==> src/rtl/odt_pkg.sv <==
package odt_pkg;

  typedef logic [3:0] rtt_div_t;

  // Divider n of the reference resistor for a select code, 0 when off or reserved.
  function automatic rtt_div_t rtt_divider(input logic [2:0] sel);
    case (sel)
      3'b001:  return 4'd4;
      3'b010:  return 4'd2;
      3'b011:  return 4'd6;
      3'b100:  return 4'd12;
      3'b101:  return 4'd8;
      default: return 4'd0;
    endcase
  endfunction

  function automatic logic rtt_reserved(input logic [2:0] sel);
    return sel[2] & sel[1];
  endfunction

  // Dividers allowed while a write uses nominal termination.
  function automatic logic write_safe(input rtt_div_t n);
    return (n == 4'd2) || (n == 4'd4) || (n == 4'd6);
  endfunction

  // Synchronous latency: write CAS latency plus additive latency minus two, clamped.
  function automatic int odt_latency(input int cwl_c, input int al_c, input int max_l);
    int v;
    v = cwl_c + al_c - 2;
    if (v < 0) v = 0;
    if (v > max_l) v = max_l;
    return v;
  endfunction

endpackage

==> src/rtl/odt_lat_pipe.sv <==
module odt_lat_pipe #(
  parameter int MAX_LAT = 24,
  localparam int LAT_W = $clog2(MAX_LAT + 1)
) (
  input  logic             clk,
  input  logic             rst_n,
  input  logic             din,
  input  logic [LAT_W-1:0] lat,
  output logic             dout
);

  // stage[k] holds the pin value registered k edges ago
  logic [MAX_LAT:0] stage;

  always_ff @(posedge clk) begin
    if (!rst_n) stage[0] <= 1'b0;
    else        stage[0] <= din;
  end

  for (genvar g = 1; g <= MAX_LAT; g++) begin : g_stage
    always_ff @(posedge clk) begin
      if (!rst_n) stage[g] <= 1'b0;
      else        stage[g] <= stage[g-1];
    end
  end

  assign dout = stage[lat];

endmodule

==> src/rtl/odt_minhigh_chk.sv <==
module odt_minhigh_chk #(
  parameter int HOLD_PIN = 4,
  parameter int HOLD_BL8 = 6,
  localparam int CNT_W = $clog2(HOLD_BL8 + 1)
) (
  input  logic clk,
  input  logic rst_n,
  input  logic pin,
  input  logic wr_bc4,
  input  logic wr_bl8,
  output logic viol
);

  localparam logic [CNT_W-1:0] NEED_PIN = CNT_W'(HOLD_PIN - 1);
  localparam logic [CNT_W-1:0] NEED_BL8 = CNT_W'(HOLD_BL8 - 1);

  logic             pin_d;
  logic [CNT_W-1:0] cnt;   // further high samples still required
  logic [CNT_W-1:0] need;
  logic             rise;

  always_comb begin
    rise = pin && !pin_d;
    need = (cnt != '0) ? cnt - 1'b1 : '0;
    if ((rise || (wr_bc4 && pin)) && need < NEED_PIN) need = NEED_PIN;
    if (wr_bl8 && pin && need < NEED_BL8) need = NEED_BL8;
  end

  always_ff @(posedge clk) begin
    if (!rst_n) begin
      pin_d <= 1'b0;
      cnt   <= '0;
      viol  <= 1'b0;
    end else begin
      pin_d <= pin;
      if (!pin) begin
        viol <= (cnt != '0);
        cnt  <= '0;
      end else begin
        viol <= 1'b0;
        cnt  <= need;
      end
    end
  end

  AST_SHORT_PULSE: assert property (@(posedge clk) disable iff (!rst_n)
    (!pin ##1 pin ##1 !pin) |=> viol);
  AST_BL8_EARLY_DROP: assert property (@(posedge clk) disable iff (!rst_n)
    ((wr_bl8 && pin) ##1 !pin) |=> viol);
  AST_VIOL_ON_LOW: assert property (@(posedge clk) disable iff (!rst_n)
    viol |-> !pin_d);

endmodule

==> src/rtl/odt_nom_ctrl.sv <==
module odt_nom_ctrl
  import odt_pkg::*;
#(
  parameter int CWL_W   = 4,
  parameter int AL_W    = 4,
  parameter int MAX_LAT = 24
) (
  input  logic             clk,
  input  logic             rst_n,
  input  logic             odt_pin,
  input  logic [2:0]       rtt_sel,
  input  logic [CWL_W-1:0] cwl,
  input  logic [AL_W-1:0]  al,
  input  logic             ready,
  input  logic             wr_bc4,
  input  logic             wr_bl8,
  input  logic             wr_busy,
  input  logic             rd_active,
  input  logic             sref_active,
  output logic             term_en,
  output logic [3:0]       rtt_div,
  output logic             err_cfg,
  output logic             err_min_high,
  output logic             err_rd_sref,
  output logic             err_wr_value
);

  localparam int LAT_W = $clog2(MAX_LAT + 1);

  logic [LAT_W-1:0] lat;
  rtt_div_t         n_val;
  logic             rsv;
  logic             delayed_pin;
  logic             rtt_on;

  always_comb begin
    n_val  = rtt_divider(rtt_sel);
    rsv    = rtt_reserved(rtt_sel);
    rtt_on = (n_val != '0);
    lat    = LAT_W'(odt_latency(int'(cwl), int'(al), MAX_LAT));
  end

  odt_lat_pipe #(.MAX_LAT(MAX_LAT)) i_pipe (
    .clk  (clk),
    .rst_n(rst_n),
    .din  (odt_pin),
    .lat  (lat),
    .dout (delayed_pin)
  );

  odt_minhigh_chk #(.HOLD_PIN(4), .HOLD_BL8(6)) i_minhigh (
    .clk   (clk),
    .rst_n (rst_n),
    .pin   (odt_pin),
    .wr_bc4(wr_bc4),
    .wr_bl8(wr_bl8),
    .viol  (err_min_high)
  );

  assign rtt_div = n_val;
  assign err_cfg = rsv;
  assign term_en = ready && rtt_on && delayed_pin;

  always_ff @(posedge clk) begin
    if (!rst_n) begin
      err_rd_sref  <= 1'b0;
      err_wr_value <= 1'b0;
    end else begin
      err_rd_sref  <= odt_pin && (rd_active || sref_active);
      err_wr_value <= wr_busy && term_en && !write_safe(n_val);
    end
  end

  AST_IDLE_UNTIL_READY: assert property (@(posedge clk) disable iff (!rst_n)
    !ready |-> !term_en);
  AST_RESERVED_OFF: assert property (@(posedge clk) disable iff (!rst_n)
    (rtt_sel[2] && rtt_sel[1]) |-> !term_en);
  AST_RD_SREF_FLAG: assert property (@(posedge clk) disable iff (!rst_n)
    (odt_pin && (rd_active || sref_active)) |=> err_rd_sref);
  AST_WR_VALUE_BUSY: assert property (@(posedge clk) disable iff (!rst_n)
    err_wr_value |-> $past(wr_busy));

endmodule

==> config.mk <==
export PLATFORM = sky130hd
export DESIGN_NAME = odt_nom_ctrl
export DESIGN_NICKNAME = d
export VERILOG_FILES = /design/src/rtl/odt_pkg.sv /design/src/rtl/odt_lat_pipe.sv /design/src/rtl/odt_minhigh_chk.sv /design/src/rtl/odt_nom_ctrl.sv
export SDC_FILE = /design/constraint.sdc
export NUM_CORES = 1
export LEC_CHECK = 0
export CAP_MARGIN = 20
export CORE_UTILIZATION = 54
export CTS_CLUSTER_DIAMETER = 120
export CTS_CLUSTER_SIZE = 8
export DETAILED_ROUTE_END_ITERATION = 8
export MAX_ROUTING_LAYER = met4
export PLACE_DENSITY = 0.87
export SLEW_MARGIN = 30
export SYNTH_ARGS = -nofsm -noshare
export SYNTH_HDL_FRONTEND = slang
export SYNTH_HIERARCHICAL = 1
export SYNTH_SLANG_ARGS = --single-unit
==> constraint.sdc <==
create_clock -name clk -period 8.5 [get_ports clk]
set_clock_uncertainty 0.05 [all_clocks]
set_input_delay 2.125 -clock clk [delete_from_list [all_inputs] [get_ports clk]]
set_output_delay 2.125 -clock clk [all_outputs]
set_load 0.01 [all_outputs]
==> out/qor_table.md, run 1 <==
| Group | Metric | Value |
|:---|:---|:---|
| status | Outcome | finished, final reports clean |
| synthesis | Synth Register Bits | 32 |
| global route | Antenna violations before repair | 0 |
| drt | Total length of routed wires | 2750 um |
| timing | Fraction of the cycle the final worst path needs | 0.972 |
| global route | Vias in the first global route | 981 |
| drt | Via Count | 1123 |
| floorplan | Initial core utilization | 0.591 |
| worst setup path | Largest stage delay, worst path | 0.56 ns |
| final layout | Signed area change from the synthesized netlist to the final layout | 24.2% |
| floorplan | Site row count | 18 |
| cts | Clk slew on worst S/H paths | 0.09 ns |
| pwr | Power density over the cells | 177 nW/um2 |
| final layout | N_diodes | 0 |
| placement | Pre-CTS worst setup slack | 0.206 ns |
| worst setup path | Crit start category | primary input |
| cts | Number of levels the H-tree was split into | 2 |
| final layout | Number of non-filler instances in the completed layout | 211 |
| cts | Number of buffers added by the clock tree synthesis step | 5 |
| placement | Last weighted congestion value of the routability-driven placer | 0.799 |
| cts | Cells resized by post-CTS repair | 0 |
| drt | Total DRC errors in the routed layout | 0 |
| worst setup path | WS Path Type | primary input to output pin |
| worst setup path | Signal arrival time at the worst endpoint | 6.09 ns |
| worst setup path | Gate family responsible for the most delay along the worst path | simple AND/OR/NAND/NOR gates |
| global route | Aggregate global-route resource usage | 0.212 |
| worst setup path | Maximum fanout along the worst path | 7 |
| worst setup path | Number of cells on the worst reg-to-reg path | 5 |
| cts | Number of sinks handled by clock tree synthesis | 32 |
| cts | Cell chosen for the clock root | sky130_fd_sc_hd__clkbuf_4 |
| placement | Total of buffers placed on input and output ports | 27 |
| timing | Pin slew with the least headroom to its limit | 0.683 ns |
| final layout | Area of all placed cells without fillers | 1870 um2 |
| drt | Detailed-router iteration count before antenna repair | 4 |
| synthesis | Synthesis Warnings | 6 |
| synthesis | Synth Net Count | 178 |
| floorplan | Core Box Area | 2540 um2 |
| global route | Overall overflow remaining after global route | 0 |
| drt | Count of routing violations after the opening detailed-route iteration | 11 |
| timing | Pins Over Slew Limit | 0 |
| synthesis | Top cells by area in the synthesized netlist | sky130_fd_sc_hd__dfxtp_1, sky130_fd_sc_hd__and2_1, sky130_fd_sc_hd__mux4_1 |
| timing | Worst path setup slack after routing | 0.236 ns |
| cts | Clock insertion delay at the later pin of the skew report | 0.32 ns |
| final layout | Final design utilization | 0.734 |
| placement | Placed insts | 203 |
| global route | Largest net degree at the start of global routing | 30 |
| pwr | Leakage power total | 0.814 nW |
| cts | Longest Clk Path Bufs | 2 |
| worst setup path | Number of buffer and inverter instances along the worst setup path | 4 |
| floorplan | Die area | 3000 um2 |
| worst setup path | Kind of capture point of the worst setup path | output pin |
| timing | Fmax | 121 MHz |
| synthesis | Post-synthesis average cell area | 10.0 um2 |
| cts | TritonCTS clock tree | yes |
| pwr | Max rail drop VDD | 230 uV |
| synthesis | Post-synthesis cell count | 150 |
| synthesis | Netlist area before placement | 1500 um2 |
| hold path | Class of the worst hold path | register to register |
| timing | RSZ-0062 raised after global routing | no |
| synthesis | Leading register cell type out of synthesis | sky130_fd_sc_hd__dfxtp_1 |
| synthesis | Synth cell types | 39 |
| synthesis | Cell with the most instances after synthesis | sky130_fd_sc_hd__dfxtp_1 |
| timing | Hold violation total from the final report | 0 |
| synthesis | Number of flops mapped to enable cells by yosys | 0 |
| cts | Number of post-CTS setup repair buffers | 0 |
| worst setup path | Crit path required time | 6.33 ns |
| drt | Number of nets with antenna violations after routing | 0 |
| final layout | Count of nets after finishing | 208 |
| timing | Total Neg Setup Slack | 0 ns |
| synthesis | Synth area leader | sky130_fd_sc_hd__dfxtp_1 |
| global route | Global-route wire length before repair | 4190 um |
| synthesis | Asr flop ratio synth | 0 |
| worst setup path | Cell Chain, Critical Path | clkdlybuf4s50_1, inv_1, ha_1, inv_1, ha_1, fa_1, a2111oi_2, nor2b_1, or3b_1, or3b_1, a32oi_1, nand2_1, nor3_1, clkdlybuf4s50_1 |
| floorplan | Chip width | 54.8 um |
| placement | Placed wire-length estimate | 2050 um |
| placement | Placed Instance Area | 1790 um2 |
| cts | Hold buffer count at CTS | 0 |
| hold path | Worst Hold Path Cells | 1 |
| timing | Number of setup violations in the final report | 0 |
| final layout | Fraction of layout cells with a size suffix above 1 | 0.0663 |
| synthesis | Commonest cells in the netlist | sky130_fd_sc_hd__dfxtp_1, sky130_fd_sc_hd__and2_1, sky130_fd_sc_hd__inv_1 |
| floorplan | I/O Pins | 29 |
| drt | Final routed wire length divided by cell count | 13.0 um |
| run | Max Cap Violations | 0 |
| timing | Worst slew margin relative to its limit | 0.543 |
| synthesis | Fraction of the yosys area taken by sequential cells | 0.426 |
| drt | Mean number of vias per cell | 5.32 |
| floorplan | Vert. Die Dim | 54.8 um |
| timing | Min Tclk post-route | 8.26 ns |
| synthesis | Top-area cell type share of the netlist area | 0.426 |
| worst setup path | Max stage delay cell, worst path | sky130_fd_sc_hd__clkdlybuf4s50_1 |
| worst setup path | Number of cells on the critical path | 14 |
==> through the flow <==
stage                     hold WS [ns]  power, mW
after global routing             0.429      0.347
after floorplan                  0.371      0.202
final                            0.407      0.331
after global placement           0.379      0.220
after detailed placement         0.387      0.223
after CTS                        0.414      0.333
==> path summary, 6_finish.rpt <==
kind / end / start / slack (ns)
max: term_en / cwl[1] / 0.24
min: i_pipe/stage[10] / i_pipe/stage[9] / 0.41
max reg2reg: err_wr_value / i_pipe/stage[17] / 7.05
min reg2reg: i_pipe/stage[10] / i_pipe/stage[9] / 0.41
==> sequential cells by signal (all words and copies together) (netlist names) <==
| register | cells |
|---|---|
| err_wr_value | 1 |
| err_rd_sref | 1 |
| i_minhigh/viol | 1 |
| i_minhigh/pin_d | 1 |
| i_minhigh/cnt | 3 |
| i_pipe/stage | 25 |
==> per-layer routing <==
| layer | global-route usage | part of all wire |
|---|---|---|
| met5 | - | 0 |
| met3 | 0.0694 | 0.062 |
| met4 | 0.103 | 0.0076 |
| met2 | 0.343 | 0.49 |
| met1 | 0.231 | 0.44 |
==> kinds of logic after synthesis <==
| kind of cell | Yosys count | synth area share |
|---|---|---|
| AND/OR/NAND/NOR | 57 | 0.225 |
| flip-flops | 32 | 0.426 |
| AO/OA/AOI/OAI | 22 | 0.109 |
| buffers and inverters | 20 | 0.0574 |
| multiplexers | 9 | 0.103 |
| adder cells (fa/ha/maj) | 8 | 0.0715 |
| other | 1 | 0.00249 |
| XOR/XNOR | 1 | 0.00582 |
==> area by class of cell <==
cell class / count / area, um2
Tap cell: 30 / 37.5
Fill cell: 179 / 677
Clock buffer: 6 / 41.3
Clock inverter: 2 / 35.0
Sequential cell: 32 / 641
Inverter: 15 / 56.3
Timing Repair Buffer: 28 / 278
Multi-Input combinational cell: 98 / 779
==> power breakdown <==
part	leakage, nW	internal, mW	switching, mW
Clock	0.0422	0.0616	0.0485
Combinational	0.512	0.0340	0.0329
Sequential	0.259	0.152	0.00151
==> cell usage in the layout (no fill, tap or decap), drive strengths merged <==
| cell | instances |
|---|---|
| a2111oi | 2 |
| a211oi | 1 |
| a21o | 2 |
| a21oi | 5 |
| a22oi | 1 |
| a31oi | 1 |
| a32oi | 2 |
| and2 | 27 |
| buf | 1 |
| bufinv | 1 |
| clkbuf | 6 |
| clkdlybuf4s50 | 27 |
| clkinv | 1 |
| conb | 1 |
| dfxtp | 32 |
| fa | 1 |
| ha | 7 |
| inv | 15 |
| mux2i | 5 |
| mux4 | 4 |
| nand2 | 5 |
| nand2b | 2 |
| nand3 | 1 |
| nand3b | 1 |
| nor2 | 4 |
| nor2b | 7 |
| nor3 | 5 |
| nor3b | 2 |
| nor4 | 1 |
| o211a | 1 |
| o211ai | 1 |
| o21a | 1 |
| o21ai | 1 |
| o21bai | 2 |
| o221ai | 1 |
| o22ai | 1 |
| or3b | 2 |
| xnor2 | 1 |
(Power assumes the default switching activity.)
==> run 2, diff against run 1 <==
SKIP_LAST_GASP = 1   (was unset)
==> results of run 2 <==
Final layout, timing and power as in run 1 (identical DEF).
==> run 3, diff against run 2 <==
GPL_ROUTABILITY_DRIVEN = 0   (was unset)
SKIP_LAST_GASP = unset   (was 1)
==> results of run 3 <==
Final layout, timing and power as in run 1 (identical DEF).
